`config.mk`:
```
export PLATFORM = sky130hd
export DESIGN_NAME = sig_bist_observer
export DESIGN_NICKNAME = d
export VERILOG_FILES = /design/src/rtl/sig_bist_pkg.sv /design/src/rtl/bist_window_timer.sv /design/src/rtl/sig_misr.sv /design/src/rtl/sig_bist_observer.sv
export SDC_FILE = /design/constraint.sdc
export NUM_CORES = 1
export LEC_CHECK = 0
export BUFFER_PORTS_ARGS = -buffer_cell sky130_fd_sc_hd__buf_2
export CORE_ASPECT_RATIO = 0.75
export CORE_UTILIZATION = 52
export CTS_CLUSTER_DIAMETER = 100
export DETAILED_ROUTE_END_ITERATION = 8
export PLACE_DENSITY = 0.94
export SLEW_MARGIN = 30
export SYNTH_ARGS = -nofsm -noshare
export SYNTH_HDL_FRONTEND = slang
export SYNTH_SLANG_ARGS = --single-unit
export TNS_END_PERCENT = 100
```
`constraint.sdc`:
```
create_clock -name clk -period 5.3 [get_ports clk]
set_input_delay 1.06 -clock clk [delete_from_list [all_inputs] [get_ports clk]]
set_output_delay 1.06 -clock clk [all_outputs]
set_load 0.02 [all_outputs]
```
`src/rtl/sig_bist_pkg.sv`:
```
package sig_bist_pkg;

  typedef enum logic {
    SIG_COMPRESS = 1'b0,
    SIG_CAPTURE  = 1'b1
  } sig_mode_e;

  localparam int unsigned NUM_PATHS = 2;

endpackage

```
`src/rtl/bist_window_timer.sv`:
```
module bist_window_timer
  import sig_bist_pkg::*;
#(
  parameter int unsigned TIMER_W = 15
) (
  input  logic               clk,
  input  logic               rst,
  input  logic               load,
  input  logic [TIMER_W-1:0] load_val,
  input  logic               mode_bit,
  input  logic               sample,
  output logic [TIMER_W-1:0] count_q,
  output logic               done_q,
  output sig_mode_e          mode_q,
  output logic               step
);

  localparam logic [TIMER_W-1:0] CNT_ZERO = '0;
  localparam logic [TIMER_W-1:0] CNT_ONE  = {{(TIMER_W-1){1'b0}}, 1'b1};

  // A sample is accepted only inside an open window and never on a write cycle.
  assign step = sample && !load && (count_q != CNT_ZERO);

  always_ff @(posedge clk) begin
    if (rst) begin
      count_q <= CNT_ZERO;
      done_q  <= 1'b1;
      mode_q  <= SIG_COMPRESS;
    end else if (load) begin
      count_q <= load_val;
      done_q  <= (load_val == CNT_ZERO);
      mode_q  <= sig_mode_e'(mode_bit);
    end else if (step) begin
      count_q <= count_q - CNT_ONE;
      done_q  <= (count_q == CNT_ONE);
    end
  end

endmodule

```
`src/rtl/sig_misr.sv`:
```
module sig_misr
  import sig_bist_pkg::*;
#(
  parameter int unsigned DATA_W = 24,
  parameter int unsigned SIG_W  = 16,
  parameter logic [SIG_W-1:0] POLY = 16'h100B
) (
  input  logic              clk,
  input  logic              rst,
  input  logic              clear,
  input  logic              step,
  input  sig_mode_e         mode,
  input  logic [DATA_W-1:0] data,
  output logic [SIG_W-1:0]  sig_q
);

  localparam logic [SIG_W-1:0] SEED = '1;

  logic [SIG_W-1:0] folded;
  logic [SIG_W-1:0] shifted;
  logic [SIG_W-1:0] next_sig;

  // Fold every input bit onto signature bit (k mod SIG_W).
  always_comb begin
    folded = '0;
    for (int k = 0; k < DATA_W; k++) begin
      folded[k % SIG_W] = folded[k % SIG_W] ^ data[k];
    end
  end

  always_comb begin
    shifted = {sig_q[SIG_W-2:0], 1'b0};
    if (sig_q[SIG_W-1]) shifted = shifted ^ POLY;
  end

  always_comb begin
    if (mode == SIG_CAPTURE) next_sig = data[SIG_W-1:0];
    else                     next_sig = shifted ^ folded;
  end

  always_ff @(posedge clk) begin
    if (rst || clear) sig_q <= SEED;
    else if (step)    sig_q <= next_sig;
  end

endmodule

```
`src/rtl/sig_bist_observer.sv`:
```
module sig_bist_observer
  import sig_bist_pkg::*;
#(
  parameter int unsigned DATA_W  = 24,
  parameter int unsigned SIG_W   = 16,
  parameter int unsigned TIMER_W = 15,
  parameter logic [SIG_W-1:0] POLY = 16'h100B
) (
  input  logic               clk,
  input  logic               rst,
  input  logic               ctrl_wr,
  input  logic [TIMER_W:0]   ctrl_word,
  input  logic               in_valid,
  input  logic [DATA_W-1:0]  i_data,
  input  logic [DATA_W-1:0]  q_data,
  output logic [SIG_W-1:0]   sig_i,
  output logic [SIG_W-1:0]   sig_q,
  output logic [TIMER_W-1:0] timer_val,
  output logic               done
);

  sig_mode_e mode_q;
  logic      step;

  logic [DATA_W-1:0] path_data [NUM_PATHS];
  logic [SIG_W-1:0]  path_sig  [NUM_PATHS];

  assign path_data[0] = i_data;
  assign path_data[1] = q_data;

  bist_window_timer #(.TIMER_W(TIMER_W)) u_timer (
    .clk      (clk),
    .rst      (rst),
    .load     (ctrl_wr),
    .load_val (ctrl_word[TIMER_W-1:0]),
    .mode_bit (ctrl_word[TIMER_W]),
    .sample   (in_valid),
    .count_q  (timer_val),
    .done_q   (done),
    .mode_q   (mode_q),
    .step     (step)
  );

  for (genvar p = 0; p < NUM_PATHS; p++) begin : g_path
    sig_misr #(.DATA_W(DATA_W), .SIG_W(SIG_W), .POLY(POLY)) u_misr (
      .clk   (clk),
      .rst   (rst),
      .clear (ctrl_wr),
      .step  (step),
      .mode  (mode_q),
      .data  (path_data[p]),
      .sig_q (path_sig[p])
    );
  end

  assign sig_i = path_sig[0];
  assign sig_q = path_sig[1];

endmodule

```
==> impl_results.md <==
- Count of final hold-check violations: 0
- Layout area overhead: 25.66%
- Asr flop ratio synth: 0%
- WL final: ~7.3 mm
- Root Driver: clkbuf_8
- Routed length on met1: 3.306 mm
- Max incr delay on CP: 430 ps
- Total power: 911.5 uW
- Required @ worst endpoint: 5520 ps
- Post-synthesis sequential area ratio: 35.30%
- Met3 routed wirelength: 476 um
- CP startpoint kind: input port
- Post-Syn Area: 2779 um^2
- Worst-skew pair later-pin latency: ~300 ps
- Clock skew: 10.13 ps
- Final slew viol count: 0
- CTS buffer count: 5
- Deepest clock path buffer count: 2
- Slowest stage cell, crit path: or3b_1
- Number of detailed-route iterations in the first pass: 4
- CP Data Arrival Time: 2700 ps
- Num rows: 22
- Final HPWL DP: between 5 and 6 mm
- Highest metal used: met4
- Hold WC Path Type: flip-flop to flip-flop
- Commonest non-fill, non-tap cell in the layout: buf_2
- Sink Count: 49
- Number of max-cap violations: 0
- Routed Antenna Nets: 0
- F_max: 402.3 MHz
- Initial Util: a little under three fifths
- Post-CTS setup buffers: 0
- Synth Flop Type: dfxtp_1
- # resized after CTS: 0
- CP Buf/Inv Count: 1
- Synth unique cells: 44
- Core Area: 5010 um^2
- VDD IR-drop max: 158.9 uV
- Synthesized instance count: 321
- Worst setup margin: 2814 ps
- First-pass GRT wire length: 11.84 mm
- Relative slew slack: 48.72%
- Leak: 0.001471 uW
- Routed vias: roughly 2800
- Die Wd: ~86 um
- Count of input and output buffers: between 100 and 150
- Clock transition at path regs: 100 ps
- Htree depth: 2
- Pre-CTS worst setup slack: 2520 ps
- Vias per inst: 5.549
- Min Tclk post-route: 2486 ps
- Initial antenna violation count: 0
- Tcrit/Tclk final: a little under half
- Worst Tran Pin Value: roughly 760 ps
- Post-synth EDFFs: 0
- Pwr dens: 261.0 nW/um^2
- DRT iter0 DRCs: 202
- Routability Congestion: 0.9151
- #FFs+latches synth: 49
- Met2 WL post-DR: 3.484 mm
- CTS tree: done
- GR Overflow Total: 0
- Height of the chip: 65.31 um
- Synthesized Nets: 391
- DRC: 0
- Hold Buf Count CTS: 0
- Drt wl/cell: about 15 um
- Syn_area_per_cell: approximately 8.7 um^2
- Critical Path, Cell by Cell: buf_2 -> or3b_1 -> or3_4 -> or4_1 -> a311oi_1
- GR Util All Layers: 26.70%
- Status: finished clean
- Worst-path fanout max: 6
- Crit path kind: input port to flip-flop
- RSZ-0062 raised after global routing: false
- Die Area: 5643 um^2
- Share of layout cells above drive strength 1: 31.06%
- Setup TNS: 0 ps
- Number of synthesis warnings: 0
- Largest net degree at the start of global routing: 60
- Io pins: 116
- Top delay family on crit path: simple AND/OR/NAND/NOR gates
- Nets@finish: 494
- Number of global-route vias before repair: about 2600
- # diodes: 0
- Hold slack: 498.4 ps
- # setup viols final: 0
- Worst Setup End Kind: flip-flop
- Leading cell types in the layout, fill and taps excluded: 115 x buf_2, 49 x xnor2_1, 48 x dfxtp_1
==> through the flow <==
| step | std cells | instance area (um^2) | utilization, % |
|---|---|---|---|
| 2_1_floorplan | 321 | 2779 | - |
| 3_3_place_gp | 489 | 3386 | 67.58 |
| 3_5_place_dp | 489 | 3392 | 67.71 |
| 4_1_cts | 497 | 3486 | 69.58 |
| 5_1_grt | 497 | 3492 | 69.71 |
| 6_report | 497 | 3492 | 69.71 |
==> metal layers <==
layer | vias to the layer above | track usage, %
met4 | 0 | 8.750
met1 | 1281 | 34.67
li1 | 1359 | -
met5 | - | 0
met3 | 8 | 5.905
met2 | 110 | 44.25
==> worst register-to-register path: cells and delay by family, from the launching register on <==
| family | cells | cell delay (ps) |
|---|---|---|
| AO/OA/AOI/OAI | 2 | 670 |
| buffers and inverters | 1 | 510 |
| flip-flops | 1 | 390 |
| AND/OR/NAND/NOR | 2 | 830 |
==> layout make-up <==
| cell class | count | area [um^2] |
|---|---|---|
| inverters | 5 | 18.77 |
| clock inverters | 3 | 25.02 |
| clock buffers | 5 | 68.82 |
| multi-input cells | 247 | 1724 |
| fillers | 415 | 1518 |
| flip-flops and latches | 49 | 982.2 |
| well taps | 72 | 90.09 |
| repair buffers | 116 | 583.1 |
==> report_power, final <==
part           total (uW)  switching, uW  internal [uW]
Clock                 233            137           96.5
Sequential            424           31.7            392
Combinational         255            142            113
Total                 912            310            601
==> synth_stat cells (all sizes together) (2+ instances only) <==
master / count / area share [%]
a2111oi: 2 / 0.86
a211oi: 6 / 1.6
a21oi: 6 / 1.1
a311oi: 7 / 2.2
and4: 3 / 0.95
buf: 4 / 0.72
clkbuf: 16 / 2.2
dfxtp: 49 / 35
ha: 2 / 0.90
inv: 5 / 0.68
nand2: 36 / 4.9
nand4: 2 / 0.45
nor2: 35 / 4.7
nor2b: 14 / 3.2
nor3: 8 / 1.4
nor4: 7 / 1.6
o211ai: 29 / 7.8
o221ai: 2 / 0.63
o31ai: 4 / 1.1
or2: 2 / 0.45
or3: 5 / 1.3
or3b: 2 / 0.63
or4: 7 / 1.9
xnor2: 49 / 15
xnor3: 4 / 3.2
==> logic make-up (layout without fill, tap and decap cells) <==
logic type                 Yosys count  count (layout)  synth area share (%)
adders and majority gates            2               2                0.9004
buffers and inverters               25             129                 3.557
AOI/OAI and AO/OA                   64              64                 17.92
xor gates and xnor gates            54              54                 19.00
DFF                                 49              49                 35.30
and+or+nand+nor                    126             126                 22.96
muxes                                1               1                0.3602
==> path summary, 6_finish.rpt <==
check	endpoint	slack, ps	from	depth (start not counted)
worst max-delay path	u_timer.count_q[9]$_SDFFE_PP0P_	2810	in_valid	5
worst min-delay path	g_path[0].u_misr.sig_q[8]$_SDFFE_PP1P_	500	g_path[0].u_misr.sig_q[8]$_SDFFE_PP1P_	2
worst max register to register	u_timer.count_q[0]$_SDFFE_PP0P_	2830	u_timer.count_q[4]$_SDFFE_PP0P_	5
worst min register to register	g_path[0].u_misr.sig_q[8]$_SDFFE_PP1P_	500	g_path[0].u_misr.sig_q[8]$_SDFFE_PP1P_	2
==> flip-flops by register name, indices dropped and copies added (netlist names) <==
| signal | flops |
|---|---|
| u_timer.count_q | 15 |
| u_timer.mode_q | 1 |
| g_path.u_misr.sig_q | 32 |
| u_timer.done_q | 1 |
No activity file was read; power rests on OpenSTA's default activity.
